--- src/rtl/rcm_pkg.sv ---
package rcm_pkg;
  typedef enum logic [1:0] {
    MODE_NC   = 2'd0,
    MODE_RSVD = 2'd1,
    MODE_WT   = 2'd2,
    MODE_WB   = 2'd3
  } cmode_e;

  localparam logic [1:0] MODE_RESET = MODE_WB;
endpackage

--- src/rtl/rcm_mode_file.sv ---
module rcm_mode_file #(
  parameter int REG_BITS = 4,
  localparam int NREG = 1 << REG_BITS
) (
  input  logic                       clk,
  input  logic                       rst,
  input  logic                       wr_en,
  input  logic [REG_BITS-1:0]        wr_idx,
  input  logic [1:0]                 wr_mode,
  input  logic [REG_BITS-1:0]        rd_idx,
  output logic [1:0]                 rd_mode,
  output logic [NREG-1:0][1:0]       modes
);
  import rcm_pkg::*;

  logic [NREG-1:0][1:0] mode_q;

  for (genvar i = 0; i < NREG; i++) begin : g_reg
    always_ff @(posedge clk) begin
      if (rst)
        mode_q[i] <= MODE_RESET;
      else if (wr_en && wr_idx == REG_BITS'(i))
        mode_q[i] <= wr_mode;
    end

    p_no_raise_r10: assert property (@(posedge clk) disable iff (rst)
      !(mode_q[i] > $past(mode_q[i])));
    p_no_rsvd_r1: assert property (@(posedge clk) disable iff (rst)
      mode_q[i] != MODE_RSVD);
  end

  assign rd_mode = mode_q[rd_idx];
  assign modes   = mode_q;
endmodule

--- src/rtl/rcm_lookup.sv ---
module rcm_lookup #(
  parameter int REG_BITS = 4,
  localparam int NREG = 1 << REG_BITS
) (
  input  logic                  clk,
  input  logic                  rst,
  input  logic [REG_BITS-1:0]   lk_region,
  input  logic [NREG-1:0][1:0]  modes,
  input  logic                  wr_en,
  input  logic [REG_BITS-1:0]   wr_idx,
  input  logic [1:0]            wr_mode,
  output logic [1:0]            lk_mode
);
  import rcm_pkg::*;

  logic fwd;
  assign fwd = wr_en && (wr_idx == lk_region);

  always_ff @(posedge clk) begin
    if (rst)
      lk_mode <= MODE_RESET;
    else
      lk_mode <= fwd ? wr_mode : modes[lk_region];
  end
endmodule

--- src/rtl/rcm_demote_ctrl.sv ---
module rcm_demote_ctrl #(
  parameter int REG_BITS = 4
) (
  input  logic                 clk,
  input  logic                 rst,
  input  logic                 req_valid,
  output logic                 req_ready,
  input  logic [REG_BITS-1:0]  req_sel,
  input  logic [1:0]           req_mode,
  output logic [REG_BITS-1:0]  rd_idx,
  input  logic [1:0]           rd_mode,
  output logic                 stat_valid,
  output logic                 stat_ok,
  output logic                 clr_req,
  input  logic                 clr_done,
  output logic                 wr_en,
  output logic [REG_BITS-1:0]  wr_idx,
  output logic [1:0]           wr_mode
);
  import rcm_pkg::*;

  typedef enum logic {ST_IDLE, ST_PEND} st_e;
  st_e st;
  logic [REG_BITS-1:0] pend_idx;
  logic [1:0]          pend_mode;
  logic                lower_ok;

  assign rd_idx    = ~req_sel;
  assign lower_ok  = (req_mode != MODE_RSVD) && (req_mode < rd_mode);
  assign req_ready = (st == ST_IDLE);
  assign wr_en     = (st == ST_PEND) && clr_done;
  assign wr_idx    = pend_idx;
  assign wr_mode   = pend_mode;

  always_ff @(posedge clk) begin
    if (rst) begin
      st         <= ST_IDLE;
      stat_valid <= 1'b0;
      stat_ok    <= 1'b0;
      clr_req    <= 1'b0;
      pend_idx   <= '0;
      pend_mode  <= MODE_RESET;
    end else begin
      stat_valid <= 1'b0;
      stat_ok    <= 1'b0;
      case (st)
        ST_IDLE: if (req_valid) begin
          if (lower_ok) begin
            st        <= ST_PEND;
            clr_req   <= 1'b1;
            pend_idx  <= rd_idx;
            pend_mode <= req_mode;
          end else begin
            stat_valid <= 1'b1;
          end
        end
        ST_PEND: if (clr_done) begin
          st         <= ST_IDLE;
          clr_req    <= 1'b0;
          stat_valid <= 1'b1;
          stat_ok    <= 1'b1;
        end
        default: st <= ST_IDLE;
      endcase
    end
  end

  p_clr_hold_r6: assert property (@(posedge clk) disable iff (rst)
    (clr_req && !clr_done) |=> clr_req);
  p_stall_r8: assert property (@(posedge clk) disable iff (rst)
    clr_req |-> !req_ready);
  p_ok_after_done_r7: assert property (@(posedge clk) disable iff (rst)
    (stat_valid && stat_ok) |-> $past(clr_req && clr_done));
  p_fail_no_clear_r4: assert property (@(posedge clk) disable iff (rst)
    (stat_valid && !stat_ok) |-> !clr_req);
endmodule

--- src/rtl/region_cache_mode.sv ---
module region_cache_mode #(
  parameter int ADDR_W   = 32,
  parameter int REG_BITS = 4
) (
  input  logic                 clk,
  input  logic                 rst,
  input  logic                 req_valid,
  output logic                 req_ready,
  input  logic [REG_BITS-1:0]  req_sel,
  input  logic [1:0]           req_mode,
  output logic                 stat_valid,
  output logic                 stat_ok,
  output logic                 clr_req,
  input  logic                 clr_done,
  input  logic [ADDR_W-1:0]    lk_addr,
  output logic [1:0]           lk_mode
);
  localparam int NREG = 1 << REG_BITS;

  logic [REG_BITS-1:0]  rd_idx, wr_idx, lk_region;
  logic [1:0]           rd_mode, wr_mode;
  logic                 wr_en;
  logic [NREG-1:0][1:0] modes;

  assign lk_region = lk_addr[ADDR_W-1 -: REG_BITS];
  logic unused_addr_lo;
  assign unused_addr_lo = ^lk_addr[ADDR_W-REG_BITS-1:0];

  rcm_demote_ctrl #(.REG_BITS(REG_BITS)) u_ctrl (
    .clk(clk), .rst(rst),
    .req_valid(req_valid), .req_ready(req_ready),
    .req_sel(req_sel), .req_mode(req_mode),
    .rd_idx(rd_idx), .rd_mode(rd_mode),
    .stat_valid(stat_valid), .stat_ok(stat_ok),
    .clr_req(clr_req), .clr_done(clr_done),
    .wr_en(wr_en), .wr_idx(wr_idx), .wr_mode(wr_mode)
  );

  rcm_mode_file #(.REG_BITS(REG_BITS)) u_file (
    .clk(clk), .rst(rst),
    .wr_en(wr_en), .wr_idx(wr_idx), .wr_mode(wr_mode),
    .rd_idx(rd_idx), .rd_mode(rd_mode), .modes(modes)
  );

  rcm_lookup #(.REG_BITS(REG_BITS)) u_lookup (
    .clk(clk), .rst(rst),
    .lk_region(lk_region), .modes(modes),
    .wr_en(wr_en), .wr_idx(wr_idx), .wr_mode(wr_mode),
    .lk_mode(lk_mode)
  );

  p_change_needs_done_r6: assert property (@(posedge clk) disable iff (rst)
    (modes != $past(modes)) |-> $past(clr_req && clr_done));
endmodule

--- config.mk ---
export PLATFORM = sky130hd
export DESIGN_NAME = region_cache_mode
export DESIGN_NICKNAME = d
export VERILOG_FILES = /design/src/rtl/rcm_pkg.sv /design/src/rtl/rcm_mode_file.sv /design/src/rtl/rcm_lookup.sv /design/src/rtl/rcm_demote_ctrl.sv /design/src/rtl/region_cache_mode.sv
export SDC_FILE = /design/constraint.sdc
export NUM_CORES = 1
export LEC_CHECK = 0
export BUFFER_PORTS_ARGS = -buffer_cell sky130_fd_sc_hd__buf_2
export CAP_MARGIN = 10
export CORE_MARGIN = 2
export CORE_UTILIZATION = 55
export CTS_CLUSTER_SIZE = 24
export DETAILED_ROUTE_END_ITERATION = 8
export MAX_ROUTING_LAYER = met4
export PLACE_DENSITY = 0.79
export SYNTH_ARGS = -nofsm -noshare
export SYNTH_HDL_FRONTEND = slang
export SYNTH_HIERARCHICAL = 1
export SYNTH_SLANG_ARGS = --single-unit
--- constraint.sdc ---
create_clock -name clk -period 3 [get_ports clk]
set_clock_uncertainty 0.2 [all_clocks]
set_input_delay 0.15 -clock clk [delete_from_list [all_inputs] [get_ports clk]]
set_output_delay 0.15 -clock clk [all_outputs]
set_load 0.005 [all_outputs]
==> metrics.md <==
| Metric | Value |
|---|---|
| Die Width | 70.6 um |
| Area of the multi-input gates | 0.00142 mm2 |
| Global-route wire length before repair | 9000 um |
| Synth Area in Compound Gates | 21.4% |
| Syn_area_per_cell | 10.3 um2 |
| Cts bufs inserted | 5 |
| Register area share after synthesis | 36.1% |
| Worst-path clk slew | 0.08 ns |
| Routed Antenna Nets | 0 |
| Remaining DRCs | 0 |
| Post-synth EDFFs | 0 |
| Hold crit path type | in -> reg |
| Max clock buf depth | 2 |
| Pint | 0.835 mW |
| GPL Wtd Cong | 0.892 |
| Fin. max-slew vios | 0 |
| Switching part of the total | 27.1% |
| Leading cell type by number of instances after synthesis | dfxtp_1 |
| P_leak | 1.06 nW |
| Initial DRC count | 198 |
| Hold Violations, Final | 0 |
| Vias in the first global route | 1,852 |
| Peak Freq | 344 MHz |
| Crit Path Class | in -> reg |
| Via/cell ratio | 6.53 |
| Area share of the largest cell type after synthesis | 36.1% |
| Crit path DAT | 2.86 ns |
| Seq cells post-synth | 44 |
| Crit end category | flip-flop |
| Fin crit period | 2.91 ns |
| Antenna cells | 0 |
| Syn_nets | 279 |
| Detailed Place HPWL | 3600 um |
| Max IR drop VDD | 175 uV |
| Antenna violations before repair | 0 |
| Fin cells | 307 |
| # clock sinks | 44 |
| Largest net degree at the start of global routing | 45 |
| # H-tree levels | 2 |
| Logic pwr share | 14.9% |
| # IOs | 48 |
| Die Y | 70.6 um |
| Worst-skew pair later-pin latency | 0.30 ns |
| Final setup fails | 0 |
| DRT Wirelength | 5520 um |
| Critical path fanouts, max | 8 |
| Root buf cell | clkbuf_8 |
| First-pass iteration count of the detailed router | 6 |
| Tcrit/Tclk final | 97.0% |
| Mapped Cells | 236 |
| Slew @ Worst Pin | 0.842 ns |
| Initial Utilization | 56.4% |
| Status | completed |
| Asr flop ratio synth | 0% |
| Mux cell area share after synthesis | 16.0% |
| Area growth, synth to finish | 9.91% |
| Die area | 0.00498 mm2 |
| Clock share of power | 30.3% |
| # fillers | 341 |
| Register Area | 881 um2 |
| Max_cap viols | 0 |
| Port Buf Inserts | 19 |
| Routed len/inst | 18.0 um |
| Post-Place Cells | 289 |
| Via Count | 2,005 |
| Sw power | 0.310 mW |
| Core Area | 0.00432 mm2 |
| Most common flop cell mapped by yosys | dfxtp_1 |
| Yosys warnings | 6 |
| Sequential share of power | 54.8% |
| Final WS setup | 0.0901 ns |
| Layout cell share with drive strength beyond 1 | 18.0% |
| Design Power | 1.15 mW |
| Tot GR Track Use | 23.7% |
| Area contributors post-synth | dfxtp_1, a211o_1, mux4_1 |
| Final #Nets | 298 |
| Slew HR | 43.9% |
| Num rows | 24 |
| WP data required | 2.95 ns |
| Adder-cell share of the synthesized area | 0.513% |
| Synth area leader | dfxtp_1 |
| Post-Synth XOR/XNOR Area | 1.44% |
| Synth cell types | 40 |
| GRT overflow | 0 |
| Largest family of logic cells by synthesized area | compound AO/OA/AOI/OAI gates |
| Synth cell count leaders | dfxtp_1, and3_1, a211o_1, nand2_1 |
| Type of origin of the critical path | input pin |
| TritonCTS clock tree | built |
| Cell area after synthesis | 0.00244 mm2 |
| PwrDens | 427 mW/mm2 |
| DP Worst Slack | 0.340 ns |
| Simple-gate portion of the synthesized area | 18.8% |
==> sequential cells by signal, indices dropped and copies added, names as in the netlist <==
signal	flops
u_ctrl/stat_ok	1
u_ctrl/wr_idx	4
u_ctrl/stat_valid	1
u_ctrl/clr_req	1
u_file/modes	32
u_ctrl/wr_mode	2
u_ctrl/st	1
u_lookup/lk_mode	2
==> layout make-up <==
cell class | instances | area share, %
multi-input combinational | 165 | 53.0
tap | 52 | 2.43
clock buffer | 6 | 2.71
sequential | 44 | 32.9
clock inverter | 1 | 0.187
inverter | 8 | 1.12
timing repair buffer | 31 | 7.71
==> routing by layer <==
layer / GRT usage [%] / share of wire (%)
met1: 31.5 / 45
met2: 36.6 / 47
met3: 5.27 / 6.1
met5: - / 0
met4: 7.55 / 2.7
==> kinds of logic after synthesis <==
group | count (synthesis)
compound gates | 62
xor+xnor | 4
fa+ha+maj | 1
buf+inv | 27
flops | 44
mux | 16
simple gates | 82
==> critical path, cell delays in order <==
cell,delay [ns]
dlygate4sd3_1,0.53
buf_2,0.14
inv_1,0.06
buf_6,0.14
mux4_2,0.52
a22oi_1,0.22
nand3_1,0.11
inv_1,0.07
ha_1,0.25
nor3b_2,0.25
a21o_4,0.16
and2_4,0.19
a211oi_2,0.07
==> stage by stage <==
step	hold WS [ns]	TNS, ns	utilization, %	area (um2)
floorplan	0.0431	0	-	2440
global placement	0.164	0	57.8	2500
detailed placement	0.167	0	57.8	2500
CTS	0.0280	0	61.2	2650
global route	0.0367	-0.185	62.0	2680
finish	0.0372	0	62.0	2680
==> path summary, 6_finish.rpt <==
check,startpoint,end,slack [ns],depth (start not counted)
worst max-delay path,req_sel[0],u_ctrl/wr_idx[2],0.09,13
worst min-delay path,req_valid,u_ctrl/stat_valid,0.04,4
worst max register to register,u_file/modes[7],u_ctrl/wr_idx[2],0.50,9
worst min register to register,u_ctrl/clr_req,u_ctrl/clr_req,0.27,2
==> power by group through the flow <==
stage          Clock, mW  Combinational, mW  Sequential, mW
6_report           0.347              0.171           0.628
5_1_grt            0.383              0.189           0.630
4_1_cts            0.356              0.163           0.627
3_5_place_dp           0              0.155           0.641
3_3_place_gp           0              0.153           0.640
2_1_floorplan          0              0.127           0.629
==> cells in the final DEF, fill, tap and decap left out, types with 7 or more instances in the layout <==
cell type and n:
dfxtp_1 44, a211o_1 26, mux4_1 8, dlygate4sd3_1 7, inv_1 8, mux4_2 8, and3_1 30, nor2_1 7
nand2_1 21, buf_2 19
==> what timing repair did <==
item / 4_1_cts / 5_1_grt
resized for setup: 0 / 1
buffers inserted: 0 / 4
endpoints found under the setup margin: 0 / 5
hold buffers: 7 / 0
endpoints found under the hold margin: 8 / 0
Power figures use the tool's default switching activity.
